--- src/rtl/sr_pkg.sv ---
package sr_pkg;
    localparam int NCH  = 2;
    localparam int NREG = 16;
    localparam int DW   = 8;
    localparam int PW   = $clog2(NREG);

    localparam int WR_RXCFG = 3;
    localparam int WR_FMT   = 4;
    localparam int WR_TXCFG = 5;
    localparam int WR_RST   = 9;
    localparam int WR_CLKS  = 11;
    localparam int WR_DIVLO = 12;
    localparam int WR_DIVHI = 13;
    localparam int WR_MISC  = 14;
    localparam int WR_EXTEN = 15;
    localparam int RR_STAT  = 0;
    localparam int RR_SPEC  = 1;

    typedef logic [NREG-1:0][DW-1:0] chan_regs_t;

    typedef struct packed {
        logic [NCH-1:0][NREG-1:0][DW-1:0] wr;
        logic [NCH-1:0][NREG-1:0][DW-1:0] rr;
        logic [NCH-1:0][PW-1:0]           ptr;
        logic [NCH-1:0][DW-1:0]           rxh;
        logic [DW-1:0]                    rdata;
        logic [NCH-1:0]                   tx_v;
        logic [NCH-1:0][DW-1:0]           tx_d;
        logic [NCH-1:0]                   txint;
        logic [NCH-1:0]                   rxint;
    } sr_state_t;

    function automatic chan_regs_t wr_default();
        chan_regs_t w;
        w = '0;
        w[WR_FMT]   = 8'h04;
        w[WR_RST]   = 8'hC0;
        w[WR_CLKS]  = 8'h08;
        w[WR_MISC]  = 8'h30;
        w[WR_EXTEN] = 8'hF8;
        return w;
    endfunction

    function automatic chan_regs_t rr_default();
        chan_regs_t r;
        r = '0;
        r[RR_STAT] = 8'h44;
        r[RR_SPEC] = 8'h07;
        return r;
    endfunction

    function automatic sr_state_t reset_state();
        sr_state_t s;
        s = '0;
        for (int i = 0; i < NCH; i++) begin
            s.wr[i] = wr_default();
            s.rr[i] = rr_default();
        end
        return s;
    endfunction
endpackage

--- src/rtl/sr_addr_map.sv ---
module sr_addr_map #(
    parameter bit SWAP = 1'b0
) (
    input  logic [1:0] addr,
    output logic       is_data,
    output logic       chan
);
    generate
        if (SWAP) begin : g_swapped
            assign is_data = addr[1];
            assign chan    = addr[0];
        end else begin : g_normal
            assign is_data = addr[0];
            assign chan    = addr[1];
        end
    endgenerate
endmodule

--- src/rtl/sr_rx_gate.sv ---
module sr_rx_gate (
    input  logic rx_en,
    input  logic rx_full,
    input  logic rx_valid,
    output logic ready,
    output logic take
);
    assign ready = rx_en && !rx_full;
    assign take  = ready && rx_valid;
endmodule

--- src/rtl/sr_regfront.sv ---
module sr_regfront
    import sr_pkg::*;
#(
    parameter bit SWAP_SEL = 1'b0
) (
    input  logic          clk,
    input  logic          rst_n,
    input  logic          rd_en,
    input  logic          wr_en,
    input  logic [1:0]    addr,
    input  logic [DW-1:0] wdata,
    output logic [DW-1:0] rdata,
    input  logic [1:0]    rx_valid,
    input  logic [15:0]   rx_data,
    output logic [1:0]    rx_ready,
    output logic [1:0]    tx_valid,
    output logic [15:0]   tx_data,
    output logic [1:0]    txint_stb,
    output logic [1:0]    rxint_stb
);
    localparam logic [2:0] CMD_POINT_HI = 3'd1;

    sr_state_t q, d;
    logic            is_data;
    logic            ch;
    logic [NCH-1:0]  take;
    logic [NCH-1:0]  rst_mask;
    logic [PW-1:0]   cur_ptr;

    sr_addr_map #(.SWAP(SWAP_SEL)) u_map (
        .addr    (addr),
        .is_data (is_data),
        .chan    (ch)
    );

    for (genvar i = 0; i < NCH; i++) begin : g_rx
        sr_rx_gate u_gate (
            .rx_en    (q.wr[i][WR_RXCFG][0]),
            .rx_full  (q.rr[i][RR_STAT][0]),
            .rx_valid (rx_valid[i]),
            .ready    (rx_ready[i]),
            .take     (take[i])
        );
    end

    assign cur_ptr = q.ptr[ch];

    always_comb begin
        d          = q;
        d.tx_v     = '0;
        d.txint    = '0;
        d.rxint    = '0;
        rst_mask   = '0;
        if (wr_en) begin
            if (!is_data) begin
                if (cur_ptr == '0) begin
                    d.ptr[ch] = {(wdata[5:3] == CMD_POINT_HI), wdata[2:0]};
                end else begin
                    d.ptr[ch] = '0;
                    if (cur_ptr == PW'(WR_RST) && wdata[7:6] != 2'b00) begin
                        rst_mask = wdata[7:6];
                    end else begin
                        d.wr[ch][cur_ptr] = wdata;
                        if (cur_ptr == PW'(WR_DIVLO) || cur_ptr == PW'(WR_DIVHI))
                            d.rr[ch][cur_ptr] = wdata;
                    end
                end
            end else begin
                d.rr[ch][RR_STAT][2] = 1'b1;
                d.rr[ch][RR_SPEC][0] = 1'b1;
                d.txint[ch]          = 1'b1;
                if (q.wr[ch][WR_TXCFG][3]) begin
                    d.tx_v[ch] = 1'b1;
                    d.tx_d[ch] = wdata;
                end
            end
        end else if (rd_en) begin
            if (!is_data) begin
                d.rdata   = q.rr[ch][cur_ptr];
                d.ptr[ch] = '0;
            end else begin
                d.rdata              = q.rxh[ch];
                d.rr[ch][RR_STAT][0] = 1'b0;
            end
        end
        for (int i = 0; i < NCH; i++) begin
            if (take[i]) begin
                d.rxh[i]             = rx_data[DW*i +: DW];
                d.rr[i][RR_STAT][0]  = 1'b1;
                d.rxint[i]           = 1'b1;
            end
        end
        for (int i = 0; i < NCH; i++) begin
            if (rst_mask[i]) begin
                d.wr[i]    = wr_default();
                d.rr[i]    = rr_default();
                d.ptr[i]   = '0;
                d.rxh[i]   = '0;
                d.rxint[i] = 1'b0;
            end
        end
    end

    always_ff @(posedge clk) begin
        if (!rst_n) q <= reset_state();
        else        q <= d;
    end

    assign rdata     = q.rdata;
    assign tx_valid  = q.tx_v;
    assign tx_data   = q.tx_d;
    assign txint_stb = q.txint;
    assign rxint_stb = q.rxint;
endmodule

--- config.mk ---
export PLATFORM = sky130hd
export DESIGN_NAME = sr_regfront
export DESIGN_NICKNAME = d
export VERILOG_FILES = /design/src/rtl/sr_pkg.sv /design/src/rtl/sr_addr_map.sv /design/src/rtl/sr_rx_gate.sv /design/src/rtl/sr_regfront.sv
export SDC_FILE = /design/constraint.sdc
export NUM_CORES = 1
export LEC_CHECK = 0
export ABC_AREA = 1
export BUFFER_PORTS_ARGS = -buffer_cell sky130_fd_sc_hd__buf_2
export CELL_PAD_IN_SITES_DETAIL_PLACEMENT = 0
export CELL_PAD_IN_SITES_GLOBAL_PLACEMENT = 1
export CORE_UTILIZATION = 47
export DETAILED_ROUTE_END_ITERATION = 8
export GPL_TIMING_DRIVEN = 0
export MAX_ROUTING_LAYER = met4
export PLACE_DENSITY_LB_ADDON = 0.1
export SETUP_SLACK_MARGIN = 0.02
export SKIP_CTS_REPAIR_TIMING = 1
export SLEW_MARGIN = 40
export SYNTH_ARGS = -nofsm -noshare
export SYNTH_HDL_FRONTEND = slang
export SYNTH_SLANG_ARGS = --single-unit
--- constraint.sdc ---
create_clock -name clk -period 2.7 [get_ports clk]
set_input_delay 0.27 -clock clk [delete_from_list [all_inputs] [get_ports clk]]
set_output_delay 0.27 -clock clk [all_outputs]
set_load 0.05 [all_outputs]
==> run metrics, run 1 <==
top cells by count, synth 767 x nand2_1, 314 x dfxtp_1, 258 x inv_1; P_int a little under 0.008 W; crit path DAT ~2600 ps; Cell variety after synth 29; total track usage 0.282; initial antenna violation count 0; DIE HEIGHT 169 um; Setup crit end kind register; I/O Pins 64; Most used DFF post-synth dfxtp_1; Ys Warns 0; Net Sw Frac 0.231; Power Density 667 nW/um^2; Avg Inst Size Synth 6.72 um^2; CTS Buffer Depth 3; total CTS buffers 35; combinational share of power 0.053; Netlist Area Pre-Place ~13000 um^2; Yosys top cell by area dfxtp_1; Final Hold Viols 0; Horiz. Die Dim between 150 and 200 um; grt ovf 0; Async S/R FF share, synth 0; via count 11719; first-pass GRT wire length 59600 um; CTS tree done; CP startpoint q[51]; Starting Density 0.484; register bit total from synthesis 314; core area 27200 um^2; Hold Path Class in2reg; Worst R2R Start q[51]; Leakage 6.65 nW; Mapped Cells 1957; Clock Latency Late Sink about 520 ps; worst path required time a little over 3000 ps; Area Overhead vs Synth 14.9%; slowest cell on the critical path nor2_1; Sequential Power Share 0.461; Period minus WS final between 2000 and 2500 ps; fmax 454 MHz; DRT iter0 DRCs 917; clock sink count approximately 310; WP buf/inv 2; Worst setup endpoint q[279]; Worst-path clk slew 70 ps; die area 28700 um^2; wire per inst roughly 16 um; crit-path max cell delay about 560 ps; CP Max Fanout 10; Final period util 0.816; outcome complete, no violations; PortBufs 60; Setup TNS Final 0 ps; CP delay by family, top simple AND/OR/NAND/NOR gates; Crit path top cell by count nand2_1; largest net degree at the start of global routing 14; P_sw 0.00232 W; Yosys top cell area share 0.478; vias per cell 4.78; DR pass1 iterations 5; Synth area leaders dfxtp_1 48%, nand2_1 22%, inv_1 7.4%, nor2_1 6.8%, a21oi_1 3.2%; Post-DRT Antenna Nets 0; most common cell in the netlist nand2_1; clock network fraction of design power 0.487; startpoint types register; Slew headroom 0.469; Fin Hold WS 30.4 ps; max cap viols 0; vias in the first global route approximately 11000; # diodes 0; root buffer cell clkbuf_16; share of cells above drive strength 1 0.114; Setup violations, final 0; CP Cell Sequence inv_1, nand2_1, nand2_4, nand2_1, inv_1, nand2_1, nor2_1, o21ai_1, nand2_1, a21oi_1; DRC viols 0; Syn Nets 1989; gpl congestion 0.957; Worst-Margin Slew 791 ps; r2r endpoint q[279]; FP Rows 60; fin. max-slew vios 0; HPWL Detailed 27500 um; worst reg2reg setup slack slightly below 500 ps; Seq/Total Area, Yosys 0.478; Worst Reg-to-Reg Cells 10; EDFF count, synth 0; Crit. path cell count 10; DRT Wirelength 38700 um; Max Clock Skew 21.8 ps; H-tree Lvls 2; # nets final 2086; VDD IR max 0.472 mV; RSZ-0062 raised after global routing false; CP Class reg2reg
-- through the flow --
| stage | util | setup WS (ps) | instances | cell area (um^2) | total power (W) |
|---|---|---|---|---|---|
| after floorplan | - | 1000 | 1957 | 13200 | 0.00506 |
| after global placement | 0.512 | 163 | 2389 | 13900 | 0.00528 |
| after detailed placement | 0.512 | 160 | 2389 | 13900 | 0.00528 |
| after CTS | 0.556 | 490 | 2450 | 15100 | 0.0102 |
| after global routing | 0.556 | 285 | 2450 | 15100 | 0.0104 |
| final | 0.556 | 496 | 2450 | 15100 | 0.0101 |
-- cell type report --
| cell class | instances | area (um^2) |
|---|---|---|
| timing repair buffer | 60 | 300 |
| buffer | 124 | 716 |
| sequential | 314 | 6290 |
| clock buffer | 51 | 1060 |
| clock inverter | 10 | 143 |
| fill | 2820 | 12100 |
| tap | 372 | 465 |
| inverter | 264 | 991 |
| multi-input combinational | 1255 | 5160 |
-- worst min-delay path, delay by kind of cell --
family          cells  cell delay (ps)
buf+inv             1              100
compound gates      1               60
simple gates        1               70
-- worst min-delay path by stage --
stage,from,to,slack [ps],cells after the start
3_5_place_dp,q[176],q[176],420,2
4_1_cts,rx_data[3],q[33],20,3
2_1_floorplan,q[64],q[64],400,2
6_report,rx_data[3],q[33],30,3
5_1_grt,rx_data[3],q[33],30,3
3_3_place_gp,q[64],q[64],410,2
-- registers in the layout, indices dropped and copies added, names as in the netlist --
name and cells:
q 284, rdata 8, rxint_stb 2, tx_data 16, tx_valid 2, txint_stb 2
-- placed cells by master, fill, tap and decap left out, types with 4 or more instances in the layout --
master,instances
nor3_2,9
nor3_1,6
clkbuf_16,36
a21oi_1,85
clkbuf_1,21
nand4_1,6
inv_2,4
inv_1,258
dfxtp_1,314
buf_1,12
o22ai_1,7
nor2_1,239
buf_4,37
clkinv_2,4
nand3_1,25
clkbuf_8,10
buf_2,113
o21ai_0,82
nand2_1,767
buf_6,6
or2_1,5
o21ai_1,11
-- metal layers --
metal / vias up / track usage / share of wire
met3: 72 / 0.0319 / 0.048
met5: - / - / 0
met4: 0 / 0.0948 / 0.031
li1: 6010 / - / -
met1: 5339 / 0.376 / 0.47
met2: 298 / 0.446 / 0.45
-- power groups by stage --
stage / clock network (W) / logic, W / registers [W]
floorplan: 0 / 0.000309 / 0.00475
global placement: 0 / 0.000528 / 0.00475
detailed placement: 0 / 0.000529 / 0.00475
CTS: 0.00499 / 0.000530 / 0.00465
global route: 0.00519 / 0.000567 / 0.00465
finish: 0.00491 / 0.000530 / 0.00465
-- kinds of logic (layout without fill, tap and decap cells) --
group	Yosys count	after routing	synth area share
and+or+nand+nor	1067	1067	0.319
DFF	314	314	0.478
AOI/OAI and AO/OA	188	188	0.0732
buffers and inverters	388	509	0.130
Note: power is estimated with default switching activity, not from simulation.
==> run 2, diff against run 1 <==
Settings changed: CORE_UTILIZATION 47 to 40.
Clock period 2.7 ns to 1.9 ns, I/O delays scaled along.
==> run metrics, run 2 (synthesis results as in run 1) <==
Worst-path clk slew 60 ps (about the same); DRT Wirelength 41400 um (+7.0%); Power Density 893 nW/um^2 (+34%); CP Max Fanout 7 (-3); I/O Pins 64 (unchanged); DRT iter0 DRCs 748 (-18%); Clock Latency Late Sink 530 ps (about the same); max cap viols 0 (unchanged); vias per cell 4.59 (-4.0%); Hold Path Class in2reg; fin. max-slew vios 0 (unchanged); area of the multi-input gates 5400 um^2 (+4.5%); Pwr Total 0.0143 W (+42%); r2r endpoint q[60]; largest net degree at the start of global routing 13 (-1); crit path DAT 2280 ps (-320 ps); commonest non-fill, non-tap cell in the layout nand2_1; Final period util 0.984 (+0.168); Slew headroom 0.570 (+0.101); CP startpoint q[49]; root buffer cell clkbuf_16; first-pass GRT wire length 62700 um (+5.2%); Period minus WS final 1870 ps (-335 ps); register area 6290 um^2 (about the same); Final Hold Viols 4 (+4); initial antenna violation count 0 (unchanged); RSZ-0062 raised after global routing true; CP delay by family, top simple AND/OR/NAND/NOR gates; Starting Density 0.405 (-0.0787); total track usage 0.256 (-0.0263); crit-path max cell delay 320 ps (-240 ps); Setup TNS Final 0 ps (unchanged); CTS tree done; CTS Buffer Depth 3 (unchanged); met3 GRT Util 0.0330 (+0.00101); Area Overhead vs Synth 21.8%; worst path required time 2310 ps (-780 ps); clock sink count 314 (unchanged); CP Cell Sequence inv_2, nand2_2, nand2_4, nand2_4, nor2_4, nor3_4, nor2_4, clkinv_4, buf_12, or2_1; Setup violations, final 0 (unchanged); slowest cell on the critical path dfxtp_2; Crit. path cell count 10 (unchanged); HPWL Detailed 28800 um (+4.7%); Layout fillers 3432 (+22%); CP Class reg2reg; Post-DRT Antenna Nets 0 (unchanged); Fin Hold WS -29.7 ps (-60.1 ps); gr busiest metal met2; vias in the first global route 10896 (+3.3%); DRC viols 0 (unchanged); Worst R2R Start q[49]; Placement Setup Slack -611 ps (-771 ps); VDD IR max 0.714 mV (+51%); DIE HEIGHT 183 um (+8.3%); total CTS buffers 37 (+5.7%); H-tree Lvls 2 (unchanged); # nets final 2125 (+1.9%); most frequent cells in the layout 755 x nand2_1, 310 x dfxtp_1, 250 x inv_1; DR pass1 iterations 5 (unchanged); Horiz. Die Dim 183 um (+8.3%); fmax 535 MHz (+18%); worst setup margin 30.1 ps (-465 ps); Leakage 6.93 nW (+4.3%); worst reg2reg setup slack 30 ps (-470 ps); wire per inst 16.2 um (+2.5%); met2 usage in global routing 0.406 (-0.0394); share of cells above drive strength 1 0.149 (+0.0358); Worst setup endpoint q[60]; GRT met1 Usage 0.335 (-0.0412); Largest register FFs 284 (unchanged); outcome complete, but fails checks; via count 11743 (+0.20%); Worst-Margin Slew 644 ps (-146 ps); startpoint types register; failing checks hold timing; PortBufs 60 (unchanged); Worst Reg-to-Reg Cells 10 (unchanged); # diodes 0 (unchanged); Biggest register q; FP Rows 66 (+10%); die area 33600 um^2 (+17%); core area 32500 um^2 (+19%); Setup crit end kind register; Max Clock Skew 10.3 ps (-11.6 ps); grt ovf 0 (unchanged); WP buf/inv 3 (+1); gpl congestion 0.939 (-1.9%)
[run 2: cell count changes in the layout (fill, tap and decap cells not counted), moves of 12 or more]
| cell | delta |
|---|---|
| dlygate4sd3_1 | +19 |
| clkbuf_4 | +14 |
| nor2_2 | +20 |
| nor2_1 | -26 |
| buf_2 | -34 |
| buf_4 | +14 |
| nand2_1 | -12 |
[run 2: cell type report]
type                    count  area share
flip-flops and latches    314       0.393
multi-input cells        1256       0.337
clock buffers              53      0.0667
inverters                 264      0.0627
plain buffers             124      0.0622
repair buffers             95      0.0397
well taps                 442      0.0345
clock inverters             8     0.00430
repair inverters            1    0.000391
[run 2: worst min path at each step]
stage | startpoint | to | slack [ps] | cells past startpoint
finish | rst_n | tx_data[10] | -30 | 3
global route | rst_n | tx_data[8] | 4 | 3
CTS | rx_data[6] | q[36] | -80 | 3
detailed placement | q[64] | q[64] | 420 | 2
global placement | q[64] | q[64] | 410 | 2
floorplan | wdata[6] | tx_data[14] | 320 | 2
[run 2: worst min-delay path, cell delays in order]
cell     delay (ps)
buf_2           140
o21ai_0          70
a21oi_1          40
[run 2: report_power, final]
group	internal (W)	total, W	switching (W)	leakage, nW
clock network	0.00402	0.00678	0.00275	0.563
registers	0.00660	0.00661	0.00000763	2.53
logic	0.000269	0.000926	0.000657	3.84
total	0.0109	0.0143	0.00342	6.93
[run 2: per-layer routing]
layer	up-vias	wire length, um
met5	-	0
li1	6081	-
met1	5327	19600
met3	80	1750
met4	0	1270
met2	255	18800
[run 2: metrics by stage]
| stage | area [um^2] | cells | utilization | hold WS [ps] |
|---|---|---|---|---|
| global placement | 14000 | 2459 | 0.432 | 414 |
| CTS | 15100 | 2520 | 0.467 | -78.1 |
| global route | 16000 | 2557 | 0.494 | 4.13 |
| detailed placement | 14000 | 2459 | 0.432 | 417 |
| finish | 16000 | 2557 | 0.494 | -29.7 |
| floorplan | 13200 | 1957 | - | 325 |
==> run 3, diff against run 2 <==
--- a/config.mk
+++ b/config.mk
@@ -11,8 +11,10 @@
 export CELL_PAD_IN_SITES_GLOBAL_PLACEMENT = 1
 export CORE_UTILIZATION = 40
+export CTS_CLUSTER_SIZE = 14
 export DETAILED_ROUTE_END_ITERATION = 8
 export GPL_TIMING_DRIVEN = 0
 export MAX_ROUTING_LAYER = met4
 export PLACE_DENSITY_LB_ADDON = 0.1
+export RECOVER_POWER = 100
 export SETUP_SLACK_MARGIN = 0.02
 export SKIP_CTS_REPAIR_TIMING = 1
==> constraint.sdc (replaced) <==
create_clock -name clk -period 1.9 [get_ports clk]
set_input_delay 0.095 -clock clk [delete_from_list [all_inputs] [get_ports clk]]
set_output_delay 0.095 -clock clk [all_outputs]
set_load 0.05 [all_outputs]
==> run metrics, run 3 (synthesis results as in run 1) <==
outcome complete, but fails checks; failing checks hold timing; Met1 Wirelength 19900 um (+1.1%); Power Density 881 nW/um^2 (-1.4%); final std cells w/o fill 2572 (+0.59%); HPWL Detailed 28800 um (unchanged); Design Area, Final 16300 um^2 (+1.9%); VDD IR max 0.714 mV (about the same); CP Class reg2reg; # diodes 0 (unchanged); Biggest register q; Hold Path Class in2reg; Worst R2R Start q[53]; Starting Density 0.405 (unchanged); Layout fillers 3425 (-0.20%); Finished Core Util 0.503 (+0.00956); H-tree Lvls 2 (unchanged); Max Clock Skew 13.1 ps (+2.79 ps); Final period util 0.989 (+0.00526); vias in the first global route 10896 (unchanged); gpl congestion 0.939 (unchanged); Area Overhead vs Synth 24.1%; largest net degree at the start of global routing 13 (unchanged); total CTS buffers 37 (unchanged); r2r endpoint q[107]; share of cells above drive strength 1 0.142 (-0.00762); Leakage 6.90 nW (-0.54%); clock sink count 314 (unchanged); wire per inst 16.6 um (+2.2%); vias per cell 4.65 (+1.2%); CTS Buffer Depth 3 (unchanged); DRT Wirelength 42600 um (+2.8%); Setup crit end kind register; placed cells 2459 (unchanged); fmax 532 MHz (-0.53%); first-pass GRT wire length 62700 um (unchanged); total track usage 0.256 (unchanged); Horiz. Die Dim 183 um (unchanged); HP Start rx_valid[1]; # nets final 2140 (+0.71%); DIE HEIGHT 183 um (unchanged); grt ovf 0 (unchanged); Largest register FFs 284 (unchanged); placed instance area 14000 um^2 (unchanged); RSZ-0062 raised after global routing true; WHS Endpoint q[43]; startpoint types register; Slew headroom 0.453 (-0.117); Worst-Margin Slew 821 ps (+176 ps); Worst-path clk slew 60 ps (about the same); initial antenna violation count 0 (unchanged); core area 32500 um^2 (unchanged); Clock Latency Late Sink 530 ps (about the same); DRT iter0 DRCs 738 (-1.3%); fin. max-slew vios 0 (unchanged); I/O Pins 64 (unchanged); max cap viols 0 (unchanged); DRC viols 0 (unchanged); most frequent cells in the layout 755 x nand2_1, 312 x dfxtp_1, 250 x inv_1; DR pass1 iterations 6 (+1); Period minus WS final 1880 ps (+9.99 ps); crit path DAT 2340 ps (+60 ps); Setup TNS Final 0 ps (unchanged); Placement Setup Slack -516 ps (+95.0 ps); via count 11949 (+1.8%); Final Hold Viols 7 (+3); metal2 WL 19500 um (+4.0%); worst setup margin 20.1 ps (-9.99 ps); PortBufs 60 (unchanged); FP Rows 66 (unchanged); CP Max Fanout 7 (unchanged); Met3 Routed Length 1860 um (+6.3%); root buffer cell clkbuf_16; Hold Path Stages 3 (unchanged); Post-DRT Antenna Nets 0 (unchanged); die area 33600 um^2 (unchanged); CTS tree done; Setup violations, final 0 (unchanged); worst reg2reg setup slack 20 ps (about the same); Fin Hold WS -43.1 ps (-13.4 ps); worst path required time 2360 ps (+50 ps); Worst Reg-to-Reg Cells 11 (+1); max layer used met4; commonest non-fill, non-tap cell in the layout nand2_1
==> run 3: worst max-delay path: stages, from the launching register on <==
cell and delay (ps):
dfxtp_2 310, inv_2 60, nand2_2 60, nand2_4 120
nand2_4 80, nor2_4 190, nor3_4 70, nor2_4 270
clkinv_4 180, clkbuf_16 220, clkbuf_16 170, nor2_1 80
==> run 3: layout make-up <==
cell class | count | area, um^2 | area share
clock inverters | 8 | 68.8 | 0.00421
repair buffers | 110 | 827 | 0.0506
plain buffers | 124 | 1010 | 0.0617
clock buffers | 53 | 1070 | 0.0654
flip-flops and latches | 314 | 6290 | 0.385
multi-input cells | 1256 | 5510 | 0.337
well taps | 442 | 553 | 0.0339
repair inverters | 1 | 6.26 | 0.000383
inverters | 264 | 1000 | 0.0612
==> run 3: how the worst max path moves through the flow <==
stage / start / end / slack (ps) / cells past startpoint
after floorplan: q[52] / q[232] / 300 / 12
after global placement: addr[1] / rdata[4] / -510 / 15
after detailed placement: addr[1] / rdata[4] / -520 / 15
after CTS: q[51] / q[155] / -360 / 10
after global routing: q[53] / q[126] / -60 / 11
final: q[53] / q[107] / 20 / 11
==> run 3: report_power, final <==
part	total [W]	leakage, nW	switching, W	internal, W
Sequential	0.00661	2.53	0.00000756	0.00660
Combinational	0.000996	3.80	0.000688	0.000308
Clock	0.00678	0.563	0.00275	0.00402
Total	0.0144	6.90	0.00345	0.0109
==> run 3: routing by layer <==
layer  global-route usage  vias to the layer above
li1                     -                     6104
met3               0.0330                       86
met4               0.0893                        0
met1                0.335                     5470
met2                0.406                      289
met5                    -                        -
==> run 3: metrics by stage <==
step / hold WS, ps / power (W)
after floorplan: 230 / 0.00719
after global placement: 381 / 0.00752
after detailed placement: 375 / 0.00752
after CTS: -173 / 0.0143
after global routing: -2.70 / 0.0149
final: -43.1 / 0.0144
